`config.mk`:
```
export PLATFORM = sky130hd
export DESIGN_NAME = cfg_byte_port
export DESIGN_NICKNAME = d
export VERILOG_FILES = /design/src/rtl/cfgp_pkg.sv /design/src/rtl/cfgp_sync.sv /design/src/rtl/cfgp_hold.sv /design/src/rtl/cfgp_stat.sv /design/src/rtl/cfg_byte_port.sv
export SDC_FILE = /design/constraint.sdc
export NUM_CORES = 1
export LEC_CHECK = 0
export BUFFER_PORTS_ARGS = -buffer_cell sky130_fd_sc_hd__buf_2
export CAP_MARGIN = 15
export CORE_ASPECT_RATIO = 0.6
export CORE_UTILIZATION = 52
export DETAILED_ROUTE_END_ITERATION = 12
export GPL_ROUTABILITY_DRIVEN = 0
export HOLD_SLACK_MARGIN = 0.03
export PLACE_DENSITY = 0.91
export SYNTH_ARGS = -nofsm -noshare
export SYNTH_HDL_FRONTEND = slang
export SYNTH_SLANG_ARGS = --single-unit
```
`constraint.sdc`:
```
create_clock -name clk -period 1.76 [get_ports clk]
set_input_delay 0.352 -clock clk [delete_from_list [all_inputs] [get_ports clk]]
set_output_delay 0.352 -clock clk [all_outputs]
set_load 0.02 [all_outputs]
```
`src/rtl/cfgp_pkg.sv`:
```
package cfgp_pkg;
  typedef struct packed {
    logic cs_n;
    logic cs_p;
    logic wr_n;
    logic rd_n;
  } ctl_t;

  localparam ctl_t CTL_IDLE = '{cs_n: 1'b1, cs_p: 1'b0, wr_n: 1'b1, rd_n: 1'b1};

  function automatic logic is_sel(input ctl_t c);
    return !c.cs_n && c.cs_p;
  endfunction
endpackage

```
`src/rtl/cfgp_sync.sv`:
```
module cfgp_sync #(
  parameter int W = 1,
  parameter int STAGES = 2,
  parameter logic [W-1:0] RST_VAL = '0
) (
  input  logic         clk,
  input  logic         rst,
  input  logic [W-1:0] d,
  output logic [W-1:0] q
);
  logic [W-1:0] stg [STAGES];

  always_ff @(posedge clk) begin
    if (rst) stg[0] <= RST_VAL;
    else     stg[0] <= d;
  end

  for (genvar i = 1; i < STAGES; i++) begin : g_stage
    always_ff @(posedge clk) begin
      if (rst) stg[i] <= RST_VAL;
      else     stg[i] <= stg[i-1];
    end
  end

  assign q = stg[STAGES-1];
endmodule

```
`src/rtl/cfgp_hold.sv`:
```
module cfgp_hold #(
  parameter int DW = 8
) (
  input  logic          clk,
  input  logic          rst,
  input  logic          load,
  input  logic [DW-1:0] din,
  input  logic          take,
  output logic          full,
  output logic [DW-1:0] dout,
  output logic          ovr
);
  always_ff @(posedge clk) begin
    if (rst) begin
      full <= 1'b0;
      ovr  <= 1'b0;
      dout <= '0;
    end else begin
      if (load) begin
        if (full) begin
          ovr <= 1'b1;
        end else begin
          dout <= din;
          full <= 1'b1;
        end
      end
      if (full && take) full <= 1'b0;
    end
  end
endmodule

```
`src/rtl/cfgp_stat.sv`:
```
module cfgp_stat #(
  parameter int DW = 8
) (
  input  logic          clk,
  input  logic          rst,
  input  logic          rd_act,
  input  logic          full,
  input  logic [DW-1:0] held,
  output logic [DW-1:0] out,
  output logic [DW-1:0] oe
);
  always_ff @(posedge clk) begin
    if (rst) begin
      out <= '0;
      oe  <= '0;
    end else begin
      oe  <= {DW{rd_act}};
      out <= {~full, ~held[DW-2:0]};
    end
  end
endmodule

```
`src/rtl/cfg_byte_port.sv`:
```
module cfg_byte_port #(
  parameter int DW = 8,
  parameter int SYNC_STAGES = 2
) (
  input  logic          clk,
  input  logic          rst,
  input  logic          csel_n,
  input  logic          csel_p,
  input  logic          wr_n,
  input  logic          rd_n,
  input  logic [DW-1:0] bus_in,
  output logic [DW-1:0] bus_out,
  output logic [DW-1:0] bus_oe,
  output logic          rdy_pin,
  output logic [DW-1:0] ser_data,
  output logic          ser_valid,
  input  logic          ser_ready,
  output logic          overrun
);
  import cfgp_pkg::*;

  localparam int CW = $bits(ctl_t);

  ctl_t          ctl_raw, ctl_s;
  logic [DW-1:0] dat_s;
  logic          wr_prev;
  logic          sel, wr_evt, rd_act, full;

  assign ctl_raw = '{cs_n: csel_n, cs_p: csel_p, wr_n: wr_n, rd_n: rd_n};

  cfgp_sync #(.W(CW), .STAGES(SYNC_STAGES), .RST_VAL(CTL_IDLE)) ctl_sync_i (
    .clk(clk), .rst(rst), .d(ctl_raw), .q(ctl_s)
  );

  cfgp_sync #(.W(DW), .STAGES(SYNC_STAGES), .RST_VAL('0)) dat_sync_i (
    .clk(clk), .rst(rst), .d(bus_in), .q(dat_s)
  );

  always_ff @(posedge clk) begin
    if (rst) wr_prev <= 1'b1;
    else     wr_prev <= ctl_s.wr_n;
  end

  assign sel    = is_sel(ctl_s);
  assign wr_evt = sel && wr_prev && !ctl_s.wr_n;
  assign rd_act = sel && !ctl_s.rd_n && ctl_s.wr_n;

  cfgp_hold #(.DW(DW)) hold_i (
    .clk(clk), .rst(rst), .load(wr_evt), .din(dat_s),
    .take(ser_ready), .full(full), .dout(ser_data), .ovr(overrun)
  );

  cfgp_stat #(.DW(DW)) stat_i (
    .clk(clk), .rst(rst), .rd_act(rd_act), .full(full),
    .held(ser_data), .out(bus_out), .oe(bus_oe)
  );

  assign ser_valid = full;
  assign rdy_pin   = !full;
endmodule

```
=== Word level (Yosys, flattened, before mapping) ===
Memories as Yosys holds them, arrays and structs flattened. A register that Yosys moved wholly into a read port is not among the register bits.
Index checks and enable logic that the tools add are counted.

* Register bits after elaboration: 12
* Latch bits: 0
* Bits in writable memories: 24
* ROM bits: 0
* Input bits: 15
* Output and inout bits: 27
* Logic and storage cells: 33
* Memories: 2

{| class="wikitable"
|+ Memories
! memory !! depth !! bits a word !! rd ports !! clocked after Yosys merged registers in !! write ports !! RTL line !! text
|-
| dat_sync_i.stg || 2 || 8 || 2 || 1 || 2 || cfgp_sync.sv:11 || <nowiki>logic [W-1:0] stg [STAGES];</nowiki>
|-
| ctl_sync_i.stg || 2 || 4 || 2 || 0 || 2 || cfgp_sync.sv:11 ||
|}

* Add/subtract/negate cells: 0
* Multiply operators: 0
* Divide/modulo/power cells: 0
* Magnitude comparators: 0
* Equality and inequality tests: 0
* Shifts and indexed selects: 0
* Multiplexer cells: 7
* Bitwise logic cells: 6
* Reduce and logical (&&, ||, !) cells: 13

{| class="wikitable"
|+ Operators with widths
! cell !! number
|-
| $mux W8 || 2
|-
| $mux W4 || 2
|-
| $not A7 Y7 || 1
|-
| $logic_and A1 B1 Y1 || 6
|-
| $logic_not A1 Y1 || 4
|-
| $or A1 B1 Y1 || 4
|-
| $reduce_and A2 Y1 || 2
|-
| $mux W1 || 3
|-
| $reduce_or A2 Y1 || 1
|-
| $not A1 Y1 || 1
|}

=== Longest topological paths before layout ===
Gate-level depths: netlist of the first run.

* Depth after elaboration: 5
* Gate-level depth with buffers: 5
* Mapped depth without buffers: 3

=== Modules after synthesis ===
Synthesis of the first run repeated with hierarchy kept, for this count alone.

* Cell total of the unflattened synthesis: 122
* Area, all modules: 1,465.2 sq um

{| class="wikitable"
|+ Modules (own cells, without submodules)
! module !! instances !! cells each !! area each (sq um) !! seq. area each (sq um)
|-
| cfgp_sync (dat_sync_i) || 1 || 33 || 464.2 || 320.3
|-
| cfgp_hold || 1 || 42 || 440.4 || 200.2
|-
| cfgp_stat || 1 || 26 || 295.3 || 180.2
|-
| cfgp_sync (ctl_sync_i) || 1 || 16 || 210.2 || 160.2
|-
| cfg_byte_port || 1 || 5 || 55.1 || 20.0
|}

=== Worst setup path after synthesis of the first run ===
No wires, ideal clock.

* Path type: reg2reg
* Start point: memory ctl_sync_i.stg[1][3] (netlist bit)
* End point: register hold_i.dout[7], read port of dat_sync_i.stg
* Library setup time: 0.122 ns
* Arrival time: 1.033 ns
* Required time: 1.638 ns
* Path slack: 0.605 ns
* Stages on the path, launching flop included: 6
* Buffers on the path: 2
* Clock period less this slack: 1.155 ns
* Path through: dfxtp_1 > nor4bb_1 > buf_4 > and2_4 > buf_8 > o21ai_0

{| class="wikitable"
|+ RTL lines
! element !! RTL line !! text
|-
| from (decl) || cfgp_sync.sv:11 ||
|-
| to (decl) || cfgp_hold.sv:10 || <nowiki>output logic [DW-1:0] dout,</nowiki>
|}

=== Final worst setup path of the first run ===
* Start point: register hold_i.full
* End point: output port rdy_pin

* Word-level cells in the longest chain between the ends: 1

{| class="wikitable"
|+ Ends and longest elaborated chain
! element !! RTL line !! text
|-
| from (decl) || cfgp_hold.sv:9 || <nowiki>output logic full,</nowiki>
|-
| from (signal assigned) || cfgp_hold.sv:15 || <nowiki>full <= 1'b0;</nowiki>
|-
| from (signal assigned) || cfgp_hold.sv:24 || <nowiki>full <= 1'b1;</nowiki>
|-
| from (signal assigned) || cfgp_hold.sv:27 || <nowiki>if (full && take) full <= 1'b0;</nowiki>
|-
| $logic_not A1 Y1 || cfg_byte_port.sv:59 || <nowiki>assign rdy_pin = !full;</nowiki>
|-
| to (decl) || cfg_byte_port.sv:14 || <nowiki>output logic rdy_pin,</nowiki>
|}

No other way between the ends.

==> metrics.md, run 1 <==
| Metric | Value |
|---|---|
| Area Growth Syn to Fin | `20.8%` |
| First-pass GRT wire length | `3.56 mm` |
| Finished Layout Cells | `195` |
| Min-Delay Path Class | `in -> reg` |
| Initial antenna violation count | `0` |
| Vias | `approximately 900` |
| Max Freq | `686 MHz` |
| Vias in the first global route | `795` |
| Die area | `between 2000 and 3000 sq um` |
| Largest net degree at the start of global routing | `19` |
| Register area share after synthesis | `63.6%` |
| I/O pins | `42` |
| Final Hold Violating Endpoints | `0` |
| Num CTS Buffers | `5` |
| Slew margin rel. | `79.4%` |
| Synth Area in Simple Gates | `20.3%` |
| Critical path's slowest cell | `dfxtp_1` |
| Mux cell area share after synthesis | `0%` |
| Post-route cell area | `1670 sq um` |
| PD cells | `1150 nW/um^2` |
| CP max stage delay | `330 ps` |
| Row cnt | `14` |
| Setup crit end | `rdy_pin` |
| Slew at the pin closest to its max-slew limit | `309 ps` |
| H-tree Lvls | `2` |
| Final setup violation count | `0` |
| Yosys Warn Count | `0` |
| CP startpoint | `hold_i.full` |
| Syn_area_per_cell | `11.1 sq um` |
| CP required | `~1400 ps` |
| Drt first pass iters | `4` |
| CTS tree | `built` |
| Placed cell areas | `1550 sq um` |
| # hold bufs at CTS | `0` |
| Fin crit share | `82.8%` |
| DRT iter0 DRCs | `48` |
| CTS Buffer Depth | `2` |
| GRT Overall Usage | `18.2%` |
| Antenna Violating Nets Remaining | `0` |
| Synth unique cells | `19` |
| Maximum vdd ir drop | `0.675 mV` |
| Ant diodes | `0` |
| Initial Util | `around 55%` |
| Crit end category | `output pin` |
| Placed Cells | `187` |
| Post-CTS Setup Repair Bufs | `0` |
| Max FO, Critical Path | `11` |
| Synthesized area | `1390 sq um` |
| Xor/xnor share of the synthesized area | `0%` |
| Final min period | `1460 ps` |
| DRC | `0` |
| Core Area | `2520 sq um` |
| DPL Wire Length | `1.63 mm` |
| Root Buffer | `clkbuf_8` |
| Worst reg2reg path depth | `4` |
| HP Start | `rd_n` |
| # resized after CTS | `0` |
| Cells after synthesis | `between 100 and 150` |
| # port buffers | `41` |
| Worst r2r dst | `hold_i.dout[4]` |
| Synth Area in Compound Gates | `8.22%` |
| GRT overflow | `0` |
| Vias/cell | `4.61` |
| Critical Path, Cell by Cell | `inv_1 > buf_2` |
| Place WS | `423 ps` |
| Die Height | `between 40 and 50 um` |
| Clk sinks | `44` |
| Status | `finished, final reports clean` |
| RSZ-0062 raised after global routing | `false` |
| Chip width | `68.6 um` |
| Reg2reg setup slack | `about 530 ps` |
| Worst-skew pair later-pin latency | `300 ps` |
| Max Cap Viol | `0` |
| Critical setup path kind | `reg -> out` |
| Syn nets | `140` |
| CP Data Arrival Time | `1110 ps` |
| CP Depth | `2` |
| Wire length per cell | `11.6 um` |
| Fraction of the mapped netlist area in adder cells | `0%` |
| Final core utilization | `66.3%` |
| Reg-to-Reg Start | `ctl_sync_i.stg[1][3]` |
| Fraction of layout cells with a size suffix above 1 | `37.4%` |
| Register bit total from synthesis | `44` |
| Worst setup margin | `302 ps` |
| Layout Nets | `177` |
| P_leak | `0.000772 uW` |
| Fin. max-slew vios | `0` |
| Clk pin slew, worst setup/hold paths | `roughly 80 ps` |
| Startpoint types | `flop` |
| Largest family of logic cells by synthesized area | `simple AND/OR/NAND/NOR gates` |
| Final WL | `2.26 mm` |
| Final setup TNS | `0 ps` |
| Clk_skew | `3.61 ps` |
| Worst path bufs/invs | `2` |
| CP top delay family | `buffers and inverters` |
[flip-flops by register name (all words and copies together) (netlist names)]
signal and flops:
hold_i.dout 8, hold_i.full 1, stat_i.out 8, dat_sync_i.stg 16, ctl_sync_i.stg 8, stat_i.oe 1, hold_i.ovr 1, wr_prev 1
[synthesized netlist by cell type]
cell type  number  area (sq um)
and4b_2         1          11.3
buf_8           1          15.0
nand2b_1        7          43.8
or2_2           7          43.8
a31o_1          7          61.3
o21ai_0         1          5.00
nand4_1         1          6.26
buf_4          10          75.1
clkbuf_1        3          11.3
nand2_1         1          3.75
and2_4          1          8.76
o21a_1          1          7.51
dfxtp_1        44           881
nor4bb_1        1          10.0
a21oi_1         8          40.0
inv_1           1          3.75
clkinv_1        1          3.75
nor2b_1        18           113
nor2_1         11          41.3
[power by group]
part	total (uW)	switching [uW]	internal, uW
Sequential	1040	9.16	1030
Clock	804	341	464
Combinational	80.8	41.7	39.1
Total	1920	392	1530
[worst min-delay path by stage]
stage,to,slack [ps],cells after the start
6_report,ctl_sync_i.stg[0][0],230,2
5_1_grt,ctl_sync_i.stg[0][3],230,2
4_1_cts,ctl_sync_i.stg[0][0],220,2
3_5_place_dp,ctl_sync_i.stg[1][0],400,1
3_3_place_gp,ctl_sync_i.stg[1][1],400,1
2_1_floorplan,ctl_sync_i.stg[1][0],390,1
[layout make-up]
| cell class | count | area, sq um |
|---|---|---|
| clock inverters | 2 | 38.8 |
| clock buffers | 6 | 82.6 |
| repair buffers | 44 | 228 |
| well taps | 32 | 40.0 |
| inverters | 2 | 7.51 |
| multi-input cells | 65 | 395 |
| flip-flops and latches | 44 | 881 |
| fillers | 217 | 850 |
[per-stage QoR]
stage          power, uW  hold WS [ps]
5_1_grt             1990           226
6_report            1920           230
3_3_place_gp        1140           400
4_1_cts             1940           222
2_1_floorplan       1110           389
3_5_place_dp        1150           400
[metal layers]
layer | part of all wire, % | track usage (%) | up-vias | wire length, um
met5 | 0 | 0 | - | 0
met4 | 1.9 | 10.0 | 0 | 44
met3 | 7.4 | 6.52 | 6 | 167
met2 | 48 | 29.6 | 37 | 1090
met1 | 43 | 20.6 | 392 | 962
li1 | - | - | 463 | -
[worst register-to-register path: stages (launching register included)]
cell and delay, ps:
dfxtp_1 310, nor4bb_1 260, buf_4 220, and2_4 210, a31o_1 170
[logic make-up (layout without fill, tap and decap cells)]
kind of cell,Yosys count,after routing
AND/OR/NAND/NOR,48,48
flip-flops,44,44
AO/OA/AOI/OAI,17,17
buffers and inverters,16,54
[cell usage in the layout (no fill, tap or decap), drive strengths merged, types with 2 or more instances in the layout]
master,netlist,layout
nor2b,18,18
nand2b,7,7
a21oi,8,8
nor2,11,11
clkbuf,3,6
clkinv,1,2
buf,11,44
dfxtp,44,44
a31o,7,7
or2,7,7
Power figures use the tool's default switching activity.
==> run 2, diff against run 1 <==
--- a/config.mk
+++ b/config.mk
@@ -8,11 +8,11 @@
 export BUFFER_PORTS_ARGS = -buffer_cell sky130_fd_sc_hd__buf_2
 export CAP_MARGIN = 15
 export CORE_ASPECT_RATIO = 0.6
-export CORE_UTILIZATION = 52
+export CORE_UTILIZATION = 44
 export DETAILED_ROUTE_END_ITERATION = 12
 export GPL_ROUTABILITY_DRIVEN = 0
 export HOLD_SLACK_MARGIN = 0.03
-export PLACE_DENSITY = 0.91
+export PLACE_DENSITY = 0.83
 export SYNTH_ARGS = -nofsm -noshare
 export SYNTH_HDL_FRONTEND = slang
 export SYNTH_SLANG_ARGS = --single-unit
==> constraint.sdc (replaced) <==
create_clock -name clk -period 1.3 [get_ports clk]
set_input_delay 0.26 -clock clk [delete_from_list [all_inputs] [get_ports clk]]
set_output_delay 0.26 -clock clk [all_outputs]
set_load 0.02 [all_outputs]
==> metrics.md, run 2 (synthesis gave the netlist of run 1 again) <==
| Metric | Value |
|---|---|
| Worst setup margin | `roughly 3.2 ps` |
| PD cells | `1400 nW/um^2` |
| DPL Wire Length | `~1.7 mm` |
| Die area | `3380 sq um` |
| DRT iter0 DRCs | `60` |
| Placed cell areas | `1580 sq um` |
| Die Height | `45.5 um` |
| Fin. max-slew vios | `0` |
| I/O pins | `42` |
| Switching Power | `502 uW` |
| CP required | `between 1000 and 1500 ps` |
| Fin crit share | `99.8%` |
| Area Growth Syn to Fin | `22.7%` |
| Logic gate share of total power | `4.9%` |
| Worst-skew pair later-pin latency | `290 ps` |
| Ant diodes | `0` |
| Max Cap Viol | `0` |
| # port buffers | `41` |
| Vias/cell | `4.45` |
| GRT overflow | `0` |
| Slew at the pin closest to its max-slew limit | `270 ps` |
| Num CTS Buffers | `5` |
| First-pass GRT wire length | `around 3.4 mm` |
| # hold bufs at CTS | `0` |
| Final setup TNS | `0 ps` |
| Final core utilization | `58.0%` |
| CP Data Arrival Time | `between 1000 and 1500 ps` |
| GRT Overall Usage | `14.4%` |
| RSZ-0062 raised after global routing | `true` |
| H-tree Lvls | `2` |
| Clk sinks | `44` |
| Post-route cell area | `1700 sq um` |
| Min-Delay Path Class | `in -> reg` |
| Max FO, Critical Path | `9` |
| Startpoint types | `flop` |
| Design Power | `roughly 2400 uW` |
| Most frequent cells in the layout | `dfxtp_1, buf_2, nor2b_1` |
| Max FFs per register | `16` |
| Largest net degree at the start of global routing | `35` |
| Most flop-heavy register | `dat_sync_i.stg` |
| Chip width | `74.4 um` |
| Reg2reg setup slack | `3 ps` |
| Status | `finished, final reports clean` |
| Reg power frac | `between 50% and 60%` |
| P_leak | `0.000802 uW` |
| Final min period | `1300 ps` |
| Wire length per cell | `between 10 and 15 um` |
| Layout Nets | `179` |
| Clk_skew | `3.38 ps` |
| Clock Power Share | `a little over a third` |
| Critical setup path kind | `reg -> reg` |
| Antenna Violating Nets Remaining | `0` |
| CTS Buffer Depth | `2` |
| Core Area | `2930 sq um` |
| Slew margin rel. | `81.9%` |
| Max Freq | `slightly below 800 MHz` |
| Clk pin slew, worst setup/hold paths | `80 ps` |
| Vias in the first global route | `807` |
| Final WL | `2.43 mm` |
| Internal | `1880 uW` |
| Drt first pass iters | `4` |
| Crit end category | `flop` |
| Initial antenna violation count | `0` |
| Commonest non-fill, non-tap cell in the layout | `dfxtp_1` |
| Switching Share | `21.1%` |
| Fraction of layout cells with a size suffix above 1 | `around two fifths` |
| Vias | `922` |
| Root Buffer | `clkbuf_8` |
| DRC | `0` |
| Final setup violation count | `0` |
| Final Hold Violating Endpoints | `0` |
| Initial Util | `47.3%` |
| Row cnt | `15` |
| CTS tree | `built` |
| Place WS | `29.7 ps` |
| Maximum vdd ir drop | `0.884 mV` |
## run 2: stage by stage
| stage | cells | hold slack, ps |
|---|---|---|
| global route | 207 | 141 |
| detailed placement | 197 | 403 |
| floorplan | 125 | 364 |
| CTS | 205 | 131 |
| finish | 207 | 142 |
| global placement | 197 | 397 |
## run 2: layout make-up
class / instances / area (sq um)
clock buffer: 6 / 82.6
sequential: 44 / 881
fill: 274 / 1230
timing repair buffer: 46 / 253
multi-input combinational: 65 / 410
clock inverter: 2 / 10.0
inverter: 2 / 10.0
tap: 42 / 52.6
## run 2: per-layer routing
metal	vias to the layer above	global-route usage, %	wire length, um
met5	-	0	0
met4	0	9.43	52
met3	9	5.97	197
met2	46	22.3	1060
met1	398	16.7	1120
li1	469	-	-
## run 2: power groups by stage
stage               sequential, uW  clock [uW]  combinational, uW
CTS                           1410         874                117
floorplan                     1450           0               51.6
global placement              1440           0                112
global route                  1410         921                130
detailed placement            1440           0                117
finish                        1410         852                117
## run 2: critical path, cell delays in order, from the launching register on
cell	delay, ps
dfxtp_1	350
nor4bb_4	320
buf_4	190
and2_4	200
o21ai_0	120
## run 2: final timing paths
check,startpoint,to,depth (start not counted)
setup / recovery,ctl_sync_i.stg[1][3],hold_i.dout[7],4
hold / removal,csel_n,ctl_sync_i.stg[0][3],2
setup reg to reg,ctl_sync_i.stg[1][3],hold_i.dout[7],4
hold reg to reg,ctl_sync_i.stg[0][3],ctl_sync_i.stg[1][3],1
## run 2: what timing repair did
action,CTS,global route
endpoints found under the setup margin,1,10
gates cloned,0,1
gates resized for setup,1,4
setup buffers,0,1
==> run 3, diff against run 2 <==
--- a/config.mk
+++ b/config.mk
@@ -8,11 +8,11 @@
 export BUFFER_PORTS_ARGS = -buffer_cell sky130_fd_sc_hd__buf_2
 export CAP_MARGIN = 15
 export CORE_ASPECT_RATIO = 0.6
-export CORE_UTILIZATION = 44
+export CORE_UTILIZATION = 52
 export DETAILED_ROUTE_END_ITERATION = 12
 export GPL_ROUTABILITY_DRIVEN = 0
 export HOLD_SLACK_MARGIN = 0.03
-export PLACE_DENSITY = 0.83
+export PLACE_DENSITY = 0.91
 export SYNTH_ARGS = -nofsm -noshare
 export SYNTH_HDL_FRONTEND = slang
 export SYNTH_SLANG_ARGS = --single-unit
==> constraint.sdc (replaced) <==
create_clock -name clk -period 1.7 [get_ports clk]
set_input_delay 0.34 -clock clk [delete_from_list [all_inputs] [get_ports clk]]
set_output_delay 0.34 -clock clk [all_outputs]
set_load 0.02 [all_outputs]
==> metrics.md, run 3 (synthesis gave the netlist of run 1 again) <==
| Metric | Value |
|---|---|
| Status | `finished, final reports clean` |
| Drt first pass iters | `4` |
| Max FFs per register | `16` |
| Final core utilization | `66.6%` |
| Vias | `roughly 900` |
| Antenna Violating Nets Remaining | `0` |
| GRT overflow | `0` |
| Final WL | `2.21 mm` |
| Worst reg2reg path depth | `4` |
| # hold bufs at CTS | `0` |
| Min-Delay Path Class | `in -> reg` |
| CP top delay family | `buffers and inverters` |
| P_leak | `0.000775 uW` |
| CP required | `1360 ps` |
| Largest net degree at the start of global routing | `18` |
| GRT Overall Usage | `a little under a fifth` |
| CP Data Arrival Time | `1100 ps` |
| Worst hold slack | `approximately 230 ps` |
| CP startpoint | `hold_i.full` |
| CTS Buffer Depth | `2` |
| Fraction of layout cells with a size suffix above 1 | `37.0%` |
| Crit end category | `output pin` |
| Worst r2r dst | `hold_i.dout[7]` |
| Initial antenna violation count | `0` |
| DRC | `0` |
| Most flop-heavy register | `dat_sync_i.stg` |
| Ant diodes | `0` |
| First-pass GRT wire length | `3.53 mm` |
| Root Buffer | `clkbuf_8` |
| Worst-skew pair later-pin latency | `290 ps` |
| Maximum vdd ir drop | `0.559 mV` |
| Final setup TNS | `0 ps` |
| Critical path's slowest cell | `dfxtp_1` |
| Most frequent cells in the layout | `dfxtp_1, buf_2, nor2b_1` |
| Reg-to-Reg Start | `ctl_sync_i.stg[1][3]` |
| H-tree Lvls | `2` |
| Final min period | `1440 ps` |
| Num CTS Buffers | `5` |
| Critical setup path kind | `reg -> out` |
| Vias/cell | `around 4.6` |
| Fillers | `212` |
| Final Hold Violating Endpoints | `0` |
| Post-CTS Setup Repair Bufs | `0` |
| Commonest non-fill, non-tap cell in the layout | `dfxtp_1` |
| Clk_skew | `approximately 4.5 ps` |
| Die Height | `42.0 um` |
| Area Growth Syn to Fin | `21.3%` |
| PD cells | `about 1200 nW/um^2` |
| Post-route cell area | `about 1700 sq um` |
| Setup crit end | `rdy_pin` |
| CP Depth | `2` |
| Max Cap Viol | `0` |
| # port buffers | `41` |
| Chip width | `68.6 um` |
| Clk pin slew, worst setup/hold paths | `about 80 ps` |
| DRT iter0 DRCs | `35` |
| Max FO, Critical Path | `11` |
| Critical Path, Cell by Cell | `inv_1 > buf_2` |
| # resized after CTS | `0` |
| Reg2reg setup slack | `between 400 and 500 ps` |
| Place WS | `417 ps` |
| DPL Wire Length | `1.58 mm` |
| CP max stage delay | `330 ps` |
| Row cnt | `14` |
| CTS tree | `built` |
| Core Area | `2520 sq um` |
| Fin crit share | `84.7%` |
| Slew margin rel. | `79.8%` |
| Die area | `2880 sq um` |
| RSZ-0062 raised after global routing | `false` |
| Layout Nets | `~180` |
| I/O pins | `42` |
| Startpoint types | `flop` |
| Register area | `881 sq um` |
| Worst setup margin | `260 ps` |
| Worst path bufs/invs | `2` |
| Initial Util | `54.9%` |
| Final setup violation count | `0` |
| Clk sinks | `44` |
| Placed cell areas | `around 1600 sq um` |
| Fin. max-slew vios | `0` |
| Wire length per cell | `11.4 um` |
| Max Freq | `~690 MHz` |
| Slew at the pin closest to its max-slew limit | `303 ps` |
| Multi-input logic area | `395 sq um` |
| Vias in the first global route | `816` |
## run 3: changes by cell type in the layout (fill, tap and decap cells not counted), sizes merged
cell,change
clkbuf,-1
buf,-2
bufinv,+2
clkinv,-2
## run 3: worst min-delay path by stage
stage | startpoint | endpoint | depth (start not counted)
after CTS | rd_n | ctl_sync_i.stg[0][0] | 2
after floorplan | ctl_sync_i.stg[0][0] | ctl_sync_i.stg[1][0] | 1
final | rd_n | ctl_sync_i.stg[0][0] | 2
after global placement | ctl_sync_i.stg[0][1] | ctl_sync_i.stg[1][1] | 1
after detailed placement | ctl_sync_i.stg[0][0] | ctl_sync_i.stg[1][0] | 1
after global routing | rd_n | ctl_sync_i.stg[0][0] | 2
## run 3: area by class of cell
class	count	area share [%]
clock buffer	5	4.10
tap	32	2.38
multi-input combinational	65	23.5
timing repair buffer	44	13.6
clock inverter	2	3.57
inverter	2	0.447
sequential	44	52.4
## run 3: through the flow
| stage | cells | total power, uW |
|---|---|---|
| CTS | 194 | 2080 |
| detailed placement | 187 | 1190 |
| global placement | 187 | 1180 |
| finish | 194 | 2060 |
| global route | 194 | 2140 |
| floorplan | 125 | 1150 |
## run 3: layer usage
layer	wire length (um)	global-route usage [%]	part of all wire, %	vias to the layer above
met2	1050	28.6	47	32
li1	-	-	-	464
met1	982	20.1	44	400
met4	7	6.25	0.32	0
met5	0	0	0	-
met3	171	10.6	7.7	2
## run 3: where the power goes
part | total [uW] | leakage (uW) | internal [uW] | switching [uW]
Sequential | 1080 | 0.000363 | 1070 | 9.12
Clock | 901 | 0.0000642 | 578 | 323
Combinational | 84.9 | 0.000348 | 40.5 | 44.4
Total | 2060 | 0.000775 | 1690 | 377
